**src/rtl/htw_pkg.sv**
```systemverilog
package htw_pkg;
  localparam int WORD_W     = 32;
  localparam int PAGE_SHIFT = 12;
  localparam int VALID_BIT  = 31;
  localparam int SEC_BIT    = 6;
  localparam int REF_BIT    = 8;
  localparam int CHG_BIT    = 7;
  localparam int API_W      = 6;
  localparam int HI_WORD_OFFS = 4;

  // strobes from control to datapath
  typedef struct packed {
    logic latchReq;
    logic stepEntry;
    logic startSecondary;
    logic selWord1;
    logic capWord1;
  } walkCtl_t;

  // status from datapath to control
  typedef struct packed {
    logic matchNow;
    logic lastEntry;
    logic onSecondary;
    logic needWrite;
  } walkSts_t;
endpackage

```
**src/rtl/htw_datapath.sv**
```systemverilog
module htw_datapath
  import htw_pkg::*;
#(
  parameter int VSID_W      = 24,
  parameter int PIDX_W      = 16,
  parameter int ENTRIES     = 8,
  parameter int ENTRY_BYTES = 8
) (
  input  logic                         clk,
  input  logic                         rstN,
  input  walkCtl_t                     ctl,
  output walkSts_t                     sts,
  input  logic [PAGE_SHIFT+PIDX_W-1:0] reqOffs,
  input  logic [VSID_W-1:0]            reqVsid,
  input  logic                         reqStore,
  input  logic [WORD_W-1:0]            tableBase,
  input  logic [WORD_W-1:0]            tableMask,
  input  logic [WORD_W-1:0]            memRdata,
  output logic [WORD_W-1:0]            memAddr,
  output logic [WORD_W-1:0]            memWdata,
  output logic                         hit,
  output logic [WORD_W-1:0]            realAddr,
  output logic                         writeOk
);
  localparam int IDX_W       = $clog2(ENTRIES);
  localparam int GROUP_SHIFT = $clog2(ENTRIES * ENTRY_BYTES);
  localparam int VSID_LSB    = SEC_BIT + 1;
  localparam int OFFS_W      = PAGE_SHIFT + PIDX_W;

  logic [OFFS_W-1:0] offsReg;
  logic [VSID_W-1:0] vsidReg;
  logic              storeReg;
  logic [IDX_W-1:0]  entryIdx;
  logic              secPass;
  logic [WORD_W-1:0] word1Reg;
  logic              hitReg;
  logic [WORD_W-1:0] raReg;
  logic              wokReg;

  logic [PIDX_W-1:0] pageIdx;
  logic [VSID_W-1:0] primHash;
  logic [VSID_W-1:0] grpHash;
  logic [WORD_W-1:0] grpOff;
  logic [WORD_W-1:0] entryOff;
  logic [API_W-1:0]  apiExp;
  logic [WORD_W-1:0] newW1;

  assign pageIdx  = offsReg[OFFS_W-1:PAGE_SHIFT];
  assign primHash = vsidReg ^ VSID_W'(pageIdx);
  assign grpHash  = secPass ? ~primHash : primHash;
  assign grpOff   = (WORD_W'(grpHash) << GROUP_SHIFT) & tableMask;
  assign entryOff = WORD_W'(entryIdx) * WORD_W'(ENTRY_BYTES);
  assign memAddr  = tableBase + grpOff + entryOff
                  + (ctl.selWord1 ? WORD_W'(HI_WORD_OFFS) : '0);
  assign apiExp   = pageIdx[PIDX_W-1 -: API_W];

  assign sts.matchNow = memRdata[VALID_BIT]
                     && (memRdata[SEC_BIT] == secPass)
                     && (memRdata[VSID_LSB +: VSID_W] == vsidReg)
                     && (memRdata[API_W-1:0] == apiExp);
  assign sts.lastEntry   = (entryIdx == IDX_W'(ENTRIES - 1));
  assign sts.onSecondary = secPass;

  always_comb begin
    newW1 = memRdata;
    newW1[REF_BIT] = 1'b1;
    if (storeReg) newW1[CHG_BIT] = 1'b1;
  end
  assign sts.needWrite = (newW1 != memRdata);

  always_ff @(posedge clk) begin
    if (!rstN) begin
      offsReg  <= '0;
      vsidReg  <= '0;
      storeReg <= 1'b0;
      entryIdx <= '0;
      secPass  <= 1'b0;
      word1Reg <= '0;
      hitReg   <= 1'b0;
      raReg    <= '0;
      wokReg   <= 1'b0;
    end else begin
      if (ctl.latchReq) begin
        offsReg  <= reqOffs;
        vsidReg  <= reqVsid;
        storeReg <= reqStore;
        entryIdx <= '0;
        secPass  <= 1'b0;
        hitReg   <= 1'b0;
        raReg    <= '0;
        wokReg   <= 1'b0;
      end
      if (ctl.stepEntry) entryIdx <= entryIdx + 1'b1;
      if (ctl.startSecondary) begin
        entryIdx <= '0;
        secPass  <= 1'b1;
      end
      if (ctl.capWord1) begin
        word1Reg <= newW1;
        hitReg   <= 1'b1;
        raReg    <= {memRdata[WORD_W-1:PAGE_SHIFT], offsReg[PAGE_SHIFT-1:0]};
        wokReg   <= storeReg;
      end
    end
  end

  assign memWdata = word1Reg;
  assign hit      = hitReg;
  assign realAddr = raReg;
  assign writeOk  = wokReg;

  // secondary pass only follows a miss on the last primary entry
  assert_secondary_after_last_R5: assert property (@(posedge clk) disable iff (!rstN)
    $rose(secPass) |-> ($past(entryIdx) == IDX_W'(ENTRIES - 1)));
endmodule

```
**src/rtl/htw_ctrl.sv**
```systemverilog
module htw_ctrl
  import htw_pkg::*;
(
  input  logic     clk,
  input  logic     rstN,
  input  logic     reqValid,
  input  logic     memAck,
  input  walkSts_t sts,
  output walkCtl_t ctl,
  output logic     memReq,
  output logic     memWe,
  output logic     reqReady,
  output logic     done
);
  typedef enum logic [2:0] {
    S_IDLE, S_RD0_REQ, S_RD0_WAIT, S_RD1_REQ, S_RD1_WAIT, S_WR_REQ, S_WR_WAIT, S_FINISH
  } walkState_t;

  walkState_t state, nextState;

  always_comb begin
    nextState = state;
    ctl       = '0;
    memReq    = 1'b0;
    memWe     = 1'b0;
    reqReady  = 1'b0;
    done      = 1'b0;
    unique case (state)
      S_IDLE: begin
        reqReady = 1'b1;
        if (reqValid) begin
          ctl.latchReq = 1'b1;
          nextState    = S_RD0_REQ;
        end
      end
      S_RD0_REQ: begin
        memReq    = 1'b1;
        nextState = S_RD0_WAIT;
      end
      S_RD0_WAIT: begin
        if (memAck) begin
          if (sts.matchNow) begin
            nextState = S_RD1_REQ;
          end else if (!sts.lastEntry) begin
            ctl.stepEntry = 1'b1;
            nextState     = S_RD0_REQ;
          end else if (!sts.onSecondary) begin
            ctl.startSecondary = 1'b1;
            nextState          = S_RD0_REQ;
          end else begin
            nextState = S_FINISH;
          end
        end
      end
      S_RD1_REQ: begin
        memReq       = 1'b1;
        ctl.selWord1 = 1'b1;
        nextState    = S_RD1_WAIT;
      end
      S_RD1_WAIT: begin
        ctl.selWord1 = 1'b1;
        if (memAck) begin
          ctl.capWord1 = 1'b1;
          nextState    = sts.needWrite ? S_WR_REQ : S_FINISH;
        end
      end
      S_WR_REQ: begin
        memReq       = 1'b1;
        memWe        = 1'b1;
        ctl.selWord1 = 1'b1;
        nextState    = S_WR_WAIT;
      end
      S_WR_WAIT: begin
        ctl.selWord1 = 1'b1;
        if (memAck) nextState = S_FINISH;
      end
      S_FINISH: begin
        done      = 1'b1;
        nextState = S_IDLE;
      end
      default: nextState = S_IDLE;
    endcase
  end

  always_ff @(posedge clk) begin
    if (!rstN) state <= S_IDLE;
    else       state <= nextState;
  end

  assert_done_pulse_R10: assert property (@(posedge clk) disable iff (!rstN)
    done |=> !done);
  assert_req_pulse_R11: assert property (@(posedge clk) disable iff (!rstN)
    memReq |=> !memReq);
  assert_busy_not_ready_R10: assert property (@(posedge clk) disable iff (!rstN)
    memReq |-> !reqReady);
endmodule

```
**src/rtl/hash_table_walker.sv**
```systemverilog
module hash_table_walker
  import htw_pkg::*;
#(
  parameter int VSID_W      = 24,
  parameter int PIDX_W      = 16,
  parameter int ENTRIES     = 8,
  parameter int ENTRY_BYTES = 8
) (
  input  logic                         clk,
  input  logic                         rstN,
  input  logic                         reqValid,
  output logic                         reqReady,
  input  logic [PAGE_SHIFT+PIDX_W-1:0] reqOffs,
  input  logic [VSID_W-1:0]            reqVsid,
  input  logic                         reqStore,
  input  logic [WORD_W-1:0]            tableBase,
  input  logic [WORD_W-1:0]            tableMask,
  output logic                         memReq,
  output logic                         memWe,
  output logic [WORD_W-1:0]            memAddr,
  output logic [WORD_W-1:0]            memWdata,
  input  logic [WORD_W-1:0]            memRdata,
  input  logic                         memAck,
  output logic                         done,
  output logic                         hit,
  output logic [WORD_W-1:0]            realAddr,
  output logic                         writeOk
);
  localparam int LOW_SPAN = ENTRIES * ENTRY_BYTES - 1;

  walkCtl_t ctl;
  walkSts_t sts;

  htw_ctrl u_ctrl (
    .clk(clk), .rstN(rstN), .reqValid(reqValid), .memAck(memAck),
    .sts(sts), .ctl(ctl), .memReq(memReq), .memWe(memWe),
    .reqReady(reqReady), .done(done)
  );

  htw_datapath #(
    .VSID_W(VSID_W), .PIDX_W(PIDX_W), .ENTRIES(ENTRIES), .ENTRY_BYTES(ENTRY_BYTES)
  ) u_dp (
    .clk(clk), .rstN(rstN), .ctl(ctl), .sts(sts),
    .reqOffs(reqOffs), .reqVsid(reqVsid), .reqStore(reqStore),
    .tableBase(tableBase), .tableMask(tableMask), .memRdata(memRdata),
    .memAddr(memAddr), .memWdata(memWdata),
    .hit(hit), .realAddr(realAddr), .writeOk(writeOk)
  );

  assert_addr_in_table_R3: assert property (@(posedge clk) disable iff (!rstN)
    memReq |-> (((memAddr - tableBase) & ~(tableMask | WORD_W'(LOW_SPAN))) == '0));
  assert_write_has_ref_R6: assert property (@(posedge clk) disable iff (!rstN)
    (memReq && memWe) |-> memWdata[REF_BIT]);
endmodule

```
**config.mk**
```make
export PLATFORM = sky130hd
export DESIGN_NAME = hash_table_walker
export DESIGN_NICKNAME = d
export VERILOG_FILES = /design/src/rtl/htw_pkg.sv /design/src/rtl/htw_datapath.sv /design/src/rtl/htw_ctrl.sv /design/src/rtl/hash_table_walker.sv
export SDC_FILE = /design/constraint.sdc
export NUM_CORES = 1
export LEC_CHECK = 0
export BUFFER_PORTS_ARGS = -buffer_cell sky130_fd_sc_hd__buf_2
export CAP_MARGIN = 40
export CORE_AREA = 2 2 119 121
export DETAILED_ROUTE_END_ITERATION = 7
export DIE_AREA = 0 0 121 123
export PLACE_DENSITY = 0.86
export SLEW_MARGIN = 20
export SYNTH_ARGS = -nofsm -noshare
export SYNTH_HDL_FRONTEND = slang
export SYNTH_HIERARCHICAL = 1
export SYNTH_SLANG_ARGS = --single-unit
export TNS_END_PERCENT = 1
```
**constraint.sdc**
```tcl
create_clock -name clk -period 8.9 [get_ports clk]
set_input_delay 0.445 -clock clk [delete_from_list [all_inputs] [get_ports clk]]
set_output_delay 0.445 -clock clk [all_outputs]
set_load 0.01 [all_outputs]
```
Yosys cells after proc, flatten, opt, wreduce, memory -nomap -nowiden
Index checks and enable logic that the tools add are counted.
Widths: inputs -> output; s select.
{"block": "word_totals", "ff_bits": 126, "in_bits": 153}
{"block": "op_classes", "n_addsub": 4, "bitwise_logic": 4, "n_eq_ne": 16, "muxes": 35, "n_reduce_logical": 11}
{"operator": "$add 32x32->32", "count": 2}
{"operator": "$mux 32", "count": 2}
{"operator": "$add 32x6->32", "count": 1}
{"operator": "$and 30x32->32", "count": 1}
{"operator": "$mux 3", "count": 10}
{"operator": "$eq 24x24->1", "count": 1}
{"operator": "$mux 24", "count": 1}
{"operator": "$not 24->24", "count": 1}
{"operator": "$pmux 3 s8", "count": 1}
{"operator": "$xor 24x16->24", "count": 1}
{"operator": "$mux 1", "count": 17}
{"operator": "$eq 3x3->1 const B", "count": 5}
{"operator": "$mux 2", "count": 4}
{"operator": "$ne 2x2->1 const B", "count": 4}
{"operator": "$eq 3x2->1 const B", "count": 2}
{"operator": "$eq 6x6->1", "count": 1}
{"operator": "$reduce_bool 2->1", "count": 3}
{"operator": "$reduce_and 4->1", "count": 1}
{"operator": "$reduce_or 4->1", "count": 1}
{"operator": "$add 3x1->3 const B", "count": 1}
{"operator": "$eq 3x1->1 const B", "count": 1}
{"operator": "$logic_and 1x1->1", "count": 3}
{"operator": "$logic_not 3->1", "count": 1}
{"operator": "$reduce_or 3->1", "count": 1}
{"operator": "4 further kinds", "count": 4}

Depth between registers and ports, before layout
Gate-level depths: netlist (run 1).
{"block": "depth", "depth_word": 8, "depth_mapped": 13}

Hierarchy
Netlist (run 1), hierarchy kept.
{"module": "htw_datapath", "instances": 1, "area_each_um2": 7109.3, "seq_area_each_um2": 2462.4, "cells_each": 775}
{"module": "htw_ctrl", "instances": 1, "area_each_um2": 277.8, "seq_area_each_um2": 60.1, "cells_each": 34}

Worst setup path after synthesis (run 1)
No wires, ideal clock.
{"block": "synth_path", "kind": "flip-flop to output port", "startpoint": "reg u_dp.secPass", "endpoint": "out memAddr[28]", "setup_slack_ns": 5.679, "t_arrival_ns": 2.776, "n_path_buf": 2, "path_stages_with_launch": 13, "required_ns": 8.455, "path_cell_list": "dfxtp_1 clkbuf_1 buf_2 xnor2_1 and2_1 ha_1 a21o_1 o21bai_1 a211oi_1 or2_1 nand2_1 o211a_1 a311oi_2"}
{"block": "synth_between", "elab_chain_len": 5}
{"item": "start: declaration", "line": "htw_datapath.sv:34", "rtl": "logic secPass;"}
{"item": "start signal: assignment", "line": "htw_datapath.sv:77", "rtl": "secPass <= 1'b0;"}
{"item": "start signal: assignment", "line": "htw_datapath.sv:88", "rtl": "secPass <= 1'b0;"}
{"item": "start signal: assignment", "line": "htw_datapath.sv:96", "rtl": "secPass <= 1'b1;"}
{"item": "$mux 24", "line": "htw_datapath.sv:50", "rtl": "assign grpHash = secPass ? ~primHash : primHash;"}
{"item": "$and 30x32->32", "line": "htw_datapath.sv:51", "rtl": "assign grpOff = (WORD_W'(grpHash) << GROUP_SHIFT) & tableMask;"}
{"item": "$add 32x32->32", "line": "htw_datapath.sv:53", "rtl": "assign memAddr = tableBase + grpOff + entryOff"}
{"item": "$add 32x6->32", "line": "htw_datapath.sv:53"}
{"item": "$add 32x32->32", "line": "htw_datapath.sv:54", "rtl": "+ (ctl.selWord1 ? WORD_W'(HI_WORD_OFFS) : '0);"}
{"item": "end: declaration", "line": "hash_table_walker.sv:20", "rtl": "output logic [WORD_W-1:0] memAddr,"}
No other way between the ends.

Worst setup path after layout (run 1)
Same ends and word-level chain as after synthesis.

==> summary.txt, run 1 <==
Status = finished, final reports clean
Number of synthesized register bits = 126
Hold/Removal Path Class = input port to flip-flop
Worst r2r src = u_dp/secPass$_SDFFE_PN0P_
Largest net degree at the start of global routing = 70
Critical path class = flip-flop to primary output
I/O pin count = 255
RSZ-0062 raised after global routing = false
Worst vdd ir = 141 uV
Worst skew pair latency = 400 ps
CP bufs+invs = 2
Post-synth EDFFs = 0
First-pass GRT wire length = 30,500 um
Clock buffer depth = 2
Die Area = 0.0149 mm^2
Cells after synthesis = 809
Final slew viol count = 0
Overall routing resource usage = 0.259
CP Launch Point = u_dp/secPass$_SDFFE_PN0P_
# DRC = 0
Row cnt = 43
Slew @ Worst Pin = 736 ps
Worst setup EP type = primary output
Antenna violations before repair = 2
Die Span Y = 123 um
Setup TNS Final = 0 ps
Initial DRC Count = 386
Post-synth top area share = 0.341
IO Port Bufs = 242
Clock root cell = clkbuf_16
Clock slew at reported path FFs = 60 ps
Yosys warns = 6
Vias in the first global route = 6,257
Crit path cell chain = buf_16, xnor2_1, and2_1, ha_1, a21o_1, o21bai_1, a211oi_1, or2_1, nand2_1, o211a_1, a311oi_2, buf_2
Crit path DAT = 3310 ps
Vias per std cell = 5.36
TritonCTS clock tree = done
WL/cell = 16.1 um
Top FF cell, synth = dfxtp_1
Startpoint Class = flip-flop
Setup Skew = 5.24 ps
Num Clock Sinks = 126
Pre-CTS WS = 5350 ps
TritonCTS buffer count = 17
Top cells by area, synth = dfxtp_1 (34%), mux2i_1 (8.7%), nor2b_1 (6.9%), xnor2_1 (6.6%), ha_1 (5.1%)
Required @ worst endpoint = 8460 ps
Crit path time final = 3750 ps
Fmax = 267 MHz
Post-synthesis average cell area = 9.13 um^2
Synth-to-Final Area Change = 25.5%
Cell taking the most area after synthesis = dfxtp_1
Via Count = 6,550
Max cap viols = 0
Reg2Reg Depth = 11
Post-Syn Nets = 993
Max-slew headroom = 0.510
Register area share after synthesis = 0.341
GPL Wtd Cong = 0.904
H-tree levels = 4
Kind of cell adding the most delay to the critical path = compound AO/OA/AOI/OAI gates
Drt pass-1 iters = 6
Layout Nets = 1,209
Final hold viol count = 0
Worst Hold Depth = 3
Die width = 121 um
Final worst-path cycle share = 0.422
Setup ws final = 5150 ps
Setup Fix Bufs, Post-CTS = 0
Hold buffers post-CTS = 0
Asr flop ratio synth = 0
Crit path depth = 12
CP peak stage delay = 510 ps
Reg2reg setup slack = 6300 ps
HP Start = reqValid
Initial core utilization = 0.543
Worst path slowest cell = dfxtp_2
Layout cells sized above 1 = 0.294
Crit-path max FO = 20
Cell area after synthesis = 0.00739 mm^2
Final setup violation count = 0
Hold Path Sink = u_ctrl/state[0]$_SDFFE_PN0P_
Final ANT Viol Nets = 0
Worst reg2reg endpoint = u_dp/entryIdx[2]$_SDFFE_PP0P_
DP HPWL = 15,200 um
Total grt overflow = 0
Core area = 0.0136 mm^2
Post-synth cell types = 67
Pwr Density = 178 mW/mm^2
Post-cts repair resize count = 0
Leakage = 4.22 nW
Final WL = 19,700 um
-- synth_stat cells, types with 12 or more instances --
library cell,count
and2_1,25
a21boi_0,42
mux2i_1,64
o21ai_0,12
clkbuf_1,28
nand2_1,71
ha_1,30
a21oi_1,34
a22oi_1,12
a21o_1,19
nor2b_1,81
dfxtp_1,126
nor2_1,22
xnor2_1,56
xor2_1,42
nand2b_1,21
-- registers in the layout, indices dropped and copies added, names as in the netlist --
register / cells
u_ctrl/state: 3
u_dp/entryIdx: 3
u_dp/hit: 1
u_dp/memWdata: 32
u_dp/offsReg: 28
u_dp/realAddr: 32
u_dp/secPass: 1
u_dp/storeReg: 1
u_dp/vsidReg: 24
u_dp/writeOk: 1
-- worst reg2reg max path, delay by kind of cell (launching register included) --
kind / cells / cell delay [ps]
buffers and inverters: 1 / 220
AND/OR/NAND/NOR: 8 / 1650
AO/OA/AOI/OAI: 1 / 60
flip-flops: 1 / 510
XOR/XNOR: 1 / 100
-- cells in the final DEF (no fill, tap or decap), types with 5 or more instances in the layout --
cell type,Yosys,final
a21oi_1,34,34
mux2i_1,64,64
a22oi_1,12,12
a21o_1,19,19
nand2_1,71,71
o21a_1,6,6
inv_1,9,9
nor2_1,22,21
nor2b_1,81,81
dfxtp_1,126,125
buf_2,9,241
and2_1,25,24
nor4_1,7,7
xnor2_1,56,56
xor2_1,42,42
ha_1,30,30
diode_2,0,5
nand2b_1,21,21
nor3_1,6,6
nand4_1,9,9
nand3_1,7,7
clkbuf_16,0,17
o21ai_0,12,12
a211oi_1,5,5
a21boi_0,42,42
-- where the power goes --
group          total (mW)  leakage, nW  switching [mW]  internal, mW
combinational       0.340         2.91           0.182         0.159
clock               0.698        0.286           0.249         0.449
sequential          0.610         1.02          0.0236         0.587
total                1.65         4.22           0.454          1.19
-- worst max-delay path by stage --
stage / endpoint / slack [ps]
6_report: memAddr[28] / 5150
5_1_grt: memAddr[28] / 4970
4_1_cts: memAddr[28] / 4910
3_5_place_dp: memAddr[28] / 5350
3_3_place_gp: memAddr[28] / 5320
2_1_floorplan: memAddr[28] / 5680
-- area by class of cell --
type | instances | area (um^2)
Antenna cell | 5 | 12.5
Clock buffer | 19 | 443
Clock inverter | 13 | 165
Fill cell | 1095 | 4340
Inverter | 9 | 33.8
Multi-Input combinational cell | 624 | 4570
Sequential cell | 126 | 2520
Tap cell | 180 | 225
Timing Repair Buffer | 247 | 1300
-- per-stage QoR --
| step | hold slack [ps] | instance area (um^2) | total power [mW] | util | instances |
|---|---|---|---|---|---|
| detailed placement | 435 | 8620 | 0.960 | 0.633 | 1185 |
| floorplan | 484 | 7390 | 0.852 | - | 809 |
| global placement | 433 | 8580 | 0.951 | 0.630 | 1183 |
| global route | 286 | 9260 | 1.72 | 0.680 | 1220 |
| CTS | 281 | 9230 | 1.66 | 0.678 | 1217 |
| finish | 298 | 9270 | 1.65 | 0.681 | 1223 |
-- cells by family (layout without fill, tap and decap cells) --
group                    after synthesis  count (layout)  synth area share
other                                  0               5                 0
AND/OR/NAND/NOR                      268             268             0.200
buffers and inverters                 59             288            0.0417
flip-flops                           126             126             0.341
adder cells (fa/ha/maj)               31              31            0.0535
AO/OA/AOI/OAI                        163             163             0.160
XOR/XNOR                              98              98             0.116
multiplexers                          64              64            0.0867
-- per-layer routing --
layer / global-route usage / vias to the layer above / part of all wire
li1: - / 3221 / -
met1: 0.319 / 3044 / 0.42
met2: 0.429 / 237 / 0.47
met3: 0.0660 / 48 / 0.072
met4: 0.113 / 0 / 0.031
met5: 0 / - / 0
(Power assumes the default switching activity.)
==> run 2, diff against run 1 <==
Settings changed: CORE_AREA 2 2 119 121 to 2 2 130 132, DIE_AREA 0 0 121 123 to 0 0 132 134, PLACE_DENSITY 0.86 to 0.76.
Clock period 8.9 ns to 3.05 ns, I/O delays scaled along.
==> run 2 against run 1 <==
Effect of this change:
- the flow now finishes with violations (setup timing)
- power rose to 3.0 times the previous value
- sequential share of layout area is 2.0 points lower
- routed wire length up 7.8%
- clock skew increased by 2.2 ps
- cell area rose by 9.0%
- die area grew 19%
- hold slack got worse by 280 ps
- register-to-register slack worse by 5900 ps
- cell count up 7.6%
- critical endpoint is now memAddr[29]
- largest power group unchanged
==> summary.txt, run 2 (same netlist as run 1, synthesis figures left out) <==
Status = finished, violations left (was finished, final reports clean)
Failing checks = setup timing
CP peak stage delay = 330 ps (was 510 ps)
Clock root cell = clkbuf_16 (unchanged)
First-pass GRT wire length = 33,200 um (was 30,500 um)
Vias per std cell = 5.02 (was 5.36)
Layout Nets = 1,265 (was 1,209)
Crit path DAT = 2980 ps (was 3310 ps)
Final WL = 21,200 um (was 19,700 um)
Required @ worst endpoint = 2900 ps (was 8460 ps)
Worst r2r src = u_dp/secPass$_SDFFE_PN0P_ (unchanged)
Via Count = 6,609 (was 6,550)
Row cnt = 47 (was 43)
Vias in the first global route = 6,592 (was 6,257)
Antenna violations before repair = 3 (was 2)
Synth-to-Final Area Change = 36.7% (was 25.5%)
Most frequent cells in the layout = buf_2 (241), dfxtp_1 (107), nor2b_1 (81), nand2_1 (70), mux2i_1 (64) (was buf_2 (241), dfxtp_1 (125), nor2b_1 (81), nand2_1 (71), mux2i_1 (64))
Die Area = 0.0177 mm^2 (was 0.0149 mm^2)
Worst setup EP type = primary output (unchanged)
Worst reg2reg endpoint = u_dp/entryIdx[1]$_SDFFE_PP0P_ (was u_dp/entryIdx[2]$_SDFFE_PP0P_)
Max cap viols = 0 (unchanged)
Worst path slowest cell = dfxtp_2 (unchanged)
Fill cells = 1,410 (was 1,095)
Worst skew pair latency = 410 ps (was 400 ps)
Leakage = 4.54 nW (was 4.22 nW)
Final ANT Viol Nets = 0 (unchanged)
Setup ws final = -82.5 ps (was 5150 ps)
Layout cells sized above 1 = 0.365 (was 0.294)
Overall routing resource usage = 0.235 (was 0.259)
Final worst-path cycle share = 1.03
Largest net degree at the start of global routing = 92 (was 70)
HP Start = reqOffs[4] (was reqValid)
Dpl cells = 1,239 (was 1,185)
Final slew viol count = 0 (unchanged)
Critical path endpoint = memAddr[29] (was memAddr[28])
DP HPWL = 15,700 um (was 15,200 um)
CP Launch Point = u_dp/offsReg[12]$_SDFFE_PN0P_ (was u_dp/secPass$_SDFFE_PN0P_)
RSZ-0062 raised after global routing = true (was false)
Total grt overflow = 0 (unchanged)
Final core area utilization = 0.620 (was 0.681)
Crit path cell chain = xnor2_2, xnor2_2, and2_4, ha_4, o21ai_2, a21oi_2, buf_4, nand4_1, o21ai_2, a31oi_4, o21ba_2, nor3_2, buf_2 (was buf_16, xnor2_1, and2_1, ha_1, a21o_1, o21bai_1, a211oi_1, or2_1, nand2_1, o211a_1, a311oi_2, buf_2)
Pwr Density = 496 mW/mm^2 (was 178 mW/mm^2)
TritonCTS clock tree = done (unchanged)
Core area = 0.0163 mm^2 (was 0.0136 mm^2)
Drt pass-1 iters = 4 (was 6)
Crit-path max FO = 5 (was 20)
Die Span Y = 134 um (was 123 um)
TritonCTS buffer count = 17 (unchanged)
Critical path class = flip-flop to primary output (unchanged)
GPL Wtd Cong = 0.869 (was 0.904)
# DRC = 0 (unchanged)
Area of the multi-input gates = 0.00486 mm^2 (was 0.00457 mm^2)
Kind of cell adding the most delay to the critical path = compound AO/OA/AOI/OAI gates (unchanged)
Finished Layout Cells = 1,316 (was 1,223)
Reg2reg setup slack = 450 ps (was 6300 ps)
Fmax = 319 MHz
Num Clock Sinks = 126 (unchanged)
Register area = 0.00255 mm^2 (was 0.00252 mm^2)
IO Port Bufs = 242 (unchanged)
Reg2Reg Depth = 11 (unchanged)
Initial core utilization = 0.453 (was 0.543)
I/O pin count = 255 (unchanged)
Worst vdd ir = 395 uV (was 141 uV)
Startpoint Class = flip-flop (unchanged)
Crit path depth = 13 (was 12)
Final hold viol count = 0 (unchanged)
CP bufs+invs = 2 (unchanged)
Setup Skew = 7.42 ps (was 5.24 ps)
Commonest non-fill, non-tap cell in the layout = buf_2 (unchanged)
Initial DRC Count = 294 (was 386)
Final setup violation count = 10 (was 0)
Slew @ Worst Pin = 752 ps (was 736 ps)
Tot Pwr = 5.01 mW (was 1.65 mW)
Setup TNS Final = -349 ps (was 0 ps)
WL/cell = 16.1 um (about the same)
Die width = 132 um (was 121 um)
H-tree levels = 4 (unchanged)
Clock slew at reported path FFs = 60 ps (about the same)
Clock buffer depth = 2 (unchanged)
Crit path time final = 3130 ps
Max-slew headroom = 0.499 (was 0.510)
Hold/Removal Path Class = input port to flip-flop (unchanged)
[run 2: tightest hold or removal path, delay by kind of cell]
family | cells | cell delay (ps)
simple gates | 1 | 100
buf+inv | 1 | 80
mux | 1 | 60
[run 2: layout make-up]
type | count | area share
Antenna cell | 2 | 0.000496
Clock buffer | 19 | 0.0449
Clock inverter | 13 | 0.0162
Inverter | 9 | 0.00335
Multi-Input combinational cell | 624 | 0.481
Sequential cell | 126 | 0.252
Tap cell | 220 | 0.0273
Timing Repair Buffer | 303 | 0.175
[run 2: stage by stage]
step	hold slack (ps)	worst slack [ps]	cell area, um^2
final	15.6	-82.5	10100
after global routing	8.51	-205	10100
after CTS	0.838	-67.7	9990
after detailed placement	305	177	8760
after global placement	305	172	8760
after floorplan	282	122	7390
[run 2: per-layer routing]
| metal | wire length (um) | track usage |
|---|---|---|
| met1 | 9300 | 0.290 |
| met2 | 10100 | 0.396 |
| met3 | 1330 | 0.0639 |
| met4 | 477 | 0.0815 |
| met5 | 13 | 0 |
[run 2: how the worst min path moves through the flow]
stage	end	cells past startpoint	slack, ps
2_1_floorplan	u_ctrl/state[2]$_SDFFE_PN0P_	2	280
3_3_place_gp	memAddr[1]	0	310
3_5_place_dp	memAddr[1]	0	310
4_1_cts	u_dp/vsidReg[22]$_SDFFE_PN0P_	3	0.8
5_1_grt	u_dp/vsidReg[17]$_SDFFE_PN0P_	3	9
6_report	u_dp/offsReg[4]$_SDFFE_PN0P_	3	20
[run 2: timing repair]
action                                  CTS  global route
setup buffers                            16             0
gates cloned                              0             0
pin swaps                                28             9
gates resized for setup                  46            30
hold endpoints to repair                 27             0
endpoints found under the setup margin   16            16
hold buffers                             27             0
[run 2: where the power goes]
part / total (mW) / internal [mW] / switching (mW)
clock: 2.08 / 1.33 / 0.749
sequential: 1.78 / 1.72 / 0.0692
combinational: 1.15 / 0.565 / 0.581
total: 5.01 / 3.61 / 1.40
==> run 3, diff against run 2 <==
--- a/config.mk
+++ b/config.mk
@@ -9,4 +9,5 @@
 export CAP_MARGIN = 40
 export CORE_AREA = 2 2 130 132
+export CTS_CLUSTER_DIAMETER = 120
 export DETAILED_ROUTE_END_ITERATION = 7
 export DIE_AREA = 0 0 132 134
==> constraint.sdc (replaced) <==
create_clock -name clk -period 3.05 [get_ports clk]
set_input_delay 0.61 -clock clk [delete_from_list [all_inputs] [get_ports clk]]
set_output_delay 0.61 -clock clk [all_outputs]
set_load 0.01 [all_outputs]
==> run 3 against run 2 <==
Effect of this change:
- clock power fell by 6%
- via count up 3.9%
- setup slack got worse by 450 ps
- flip-flop and latch count stayed put
- core utilization rose by 2.7 points
- die area is the same
- fmax down 12%
- power grew 0.19%
- the run still ends with setup timing left
- critical path depth stayed put
- clock skew grew 1.7 ps
- largest cell class unchanged
==> summary.txt, run 3 (same netlist as run 1, synthesis figures left out) <==
Status = finished, violations left (unchanged)
Failing checks = setup timing (unchanged)
Clock root cell = clkbuf_16 (unchanged)
Final hold viol count = 0 (unchanged)
Crit path time final = 3580 ps (was 3130 ps)
Drt pass-1 iters = 4 (unchanged)
Die width = 132 um (unchanged)
Kind of cell adding the most delay to the critical path = compound AO/OA/AOI/OAI gates (unchanged)
Worst setup EP type = primary output (unchanged)
Reg2Reg Depth = 11 (unchanged)
Final slew viol count = 0 (unchanged)
Crit path depth = 13 (unchanged)
Crit path DAT = 2970 ps (was 2980 ps)
Fill cells = 1,378 (was 1,410)
Total grt overflow = 0 (unchanged)
Vias in the first global route = 6,688 (was 6,592)
Worst reg2reg endpoint = u_dp/entryIdx[1]$_SDFFE_PP0P_ (unchanged)
Hold buffers post-CTS = 0 (was 27)
Fmax = 279 MHz (was 319 MHz)
Max cap viols = 0 (unchanged)
Reg2reg setup slack = 420 ps (was 450 ps)
Hold/Removal Path Class = flip-flop to flip-flop (was input port to flip-flop)
Worst vdd ir = 303 uV (was 395 uV)
Via Count = 6,865 (was 6,609)
Pwr Density = 476 mW/mm^2 (was 496 mW/mm^2)
Final setup violation count = 22 (was 10)
Overall routing resource usage = 0.236 (was 0.235)
Core area = 0.0163 mm^2 (unchanged)
Worst Hold Depth = 1 (was 3)
Dpl cells = 1,331 (was 1,239)
I/O pin count = 255 (unchanged)
Clock buffer depth = 2 (unchanged)
Die Area = 0.0177 mm^2 (unchanged)
Crit path cell chain = buf_4, xnor2_2, and2_4, ha_4, buf_6, nand4_1, buf_4, a211oi_4, o211ai_1, a21o_1, nand2_1, xnor2_1, buf_2 (was xnor2_2, xnor2_2, and2_4, ha_4, o21ai_2, a21oi_2, buf_4, nand4_1, o21ai_2, a31oi_4, o21ba_2, nor3_2, buf_2)
Final WL = 21,600 um (was 21,200 um)
Setup ws final = -530 ps (was -82.5 ps)
Layout cells sized above 1 = 0.415 (was 0.365)
TritonCTS clock tree = done (unchanged)
Most frequent CP cell = buf_4
Max-slew headroom = 0.657 (was 0.499)
First-pass GRT wire length = 33,300 um (was 33,200 um)
Most frequent cells in the layout = buf_2 (241), dfxtp_1 (120), buf_4 (110), nor2b_1 (81), nand2_1 (69) (was buf_2 (241), dfxtp_1 (107), nor2b_1 (81), nand2_1 (70), mux2i_1 (64))
GPL Wtd Cong = 0.897 (was 0.869)
Final worst-path cycle share = 1.17 (was 1.03)
Antenna violations before repair = 3 (unchanged)
Num Clock Sinks = 126 (unchanged)
Routed wl met3 = 1300 um (was 1330 um)
Vias per std cell = 5.01 (was 5.02)
DP HPWL = 16,700 um (was 15,700 um)
Slew @ Worst Pin = 509 ps (was 752 ps)
Clock slew at reported path FFs = 60 ps (about the same)
Max layer used = met5 (unchanged)
Critical path class = flip-flop to primary output (unchanged)
Initial DRC Count = 251 (was 294)
Startpoint Class = flip-flop (unchanged)
RSZ-0062 raised after global routing = true (unchanged)
Crit-path max FO = 7 (was 5)
Hold Path Sink = u_dp/memWdata[8]$_SDFFE_PN0P_ (was u_dp/offsReg[4]$_SDFFE_PN0P_)
Row cnt = 47 (unchanged)
WL met2 = 10,400 um (was 10,100 um)
Commonest non-fill, non-tap cell in the layout = buf_2 (unchanged)
Setup Skew = 9.13 ps (was 7.42 ps)
Synth-to-Final Area Change = 42.7% (was 36.7%)
Tot Pwr = 5.02 mW (was 5.01 mW)
Worst r2r src = u_dp/vsidReg[1]$_SDFFE_PN0P_ (was u_dp/secPass$_SDFFE_PN0P_)
WL/cell = 15.7 um (was 16.1 um)
Worst path slowest cell = dfxtp_4 (was dfxtp_2)
Required @ worst endpoint = 2440 ps (was 2900 ps)
CP peak stage delay = 360 ps (was 330 ps)
Finished Layout Cells = 1,371 (was 1,316)
Worst skew pair latency = 410 ps (about the same)
# DRC = 0 (unchanged)
M1 wire length = 9300 um (about the same)
CP bufs+invs = 4 (was 2)
H-tree levels = 4 (unchanged)
Layout Nets = 1,321 (was 1,265)
Die Span Y = 134 um (unchanged)
Largest net degree at the start of global routing = 74 (was 92)
Final ANT Viol Nets = 0 (unchanged)
IO Port Bufs = 242 (unchanged)
HP Start = u_dp/memWdata[8]$_SDFFE_PN0P_ (was reqOffs[4])
Leakage = 4.88 nW (was 4.54 nW)
Initial core utilization = 0.453 (unchanged)
TritonCTS buffer count = 17 (unchanged)
## run 3: where the power goes
part | internal (mW) | switching, mW | total, mW | leakage, nW
clock network | 1.28 | 0.684 | 1.96 | 0.290
logic | 0.665 | 0.629 | 1.29 | 3.56
registers | 1.71 | 0.0532 | 1.77 | 1.03
## run 3: layer usage
| layer | vias to the layer above | global-route usage |
|---|---|---|
| met5 | - | 0 |
| met4 | 2 | 0.108 |
| met3 | 39 | 0.0537 |
| met2 | 221 | 0.392 |
| met1 | 3164 | 0.292 |
| li1 | 3439 | - |
## run 3: layout make-up
cell class | count | area, um^2 | area share
multi-input combinational | 624 | 4970 | 0.472
antenna | 2 | 5.00 | 0.000475
clock buffer | 24 | 492 | 0.0466
timing repair buffer | 359 | 2150 | 0.204
sequential | 126 | 2530 | 0.240
inverter | 9 | 33.8 | 0.00320
clock inverter | 7 | 85.1 | 0.00807
tap | 220 | 275 | 0.0261
## run 3: how the worst max path moves through the flow
| stage | start | end |
|---|---|---|
| 6_report | u_dp/secPass$_SDFFE_PN0P_ | memAddr[26] |
| 5_1_grt | u_ctrl/state[1]$_SDFFE_PN0P_ | memAddr[26] |
| 4_1_cts | u_ctrl/state[1]$_SDFFE_PN0P_ | memAddr[30] |
| 3_5_place_dp | tableBase[2] | memAddr[30] |
| 3_3_place_gp | tableBase[2] | memAddr[30] |
| 2_1_floorplan | u_dp/secPass$_SDFFE_PN0P_ | memAddr[31] |
## run 3: timing repair
action	CTS	global route
pin swaps	30	15
gates cloned	0	0
endpoints found under the setup margin	23	24
gates resized for setup	52	29
buffers inserted	5	2
## run 3: worst register-to-register path, cell delays in order, from the launching register on
cell and delay [ps]:
dfxtp_1 320, buf_4 140, xor2_1 170, nor4_1 460
nand4_1 200, nor4_1 430, and2b_1 260, nand3_1 110
nor2_1 110, nor3b_1 210, a21oi_1 70, nor2_1 100
## run 3: stage by stage
step                worst slack, ps  hold slack, ps  instance area (um^2)  TNS (ps)   util
global placement               -272             434                  9480     -2540  0.582
detailed placement             -308             441                  9480     -2960  0.582
finish                         -530             450                 10500     -7680  0.647
CTS                            -500             431                 10400     -8300  0.636
floorplan                     -25.9             484                  7400     -25.9      -
global route                   -619             446                 10500    -10690  0.647
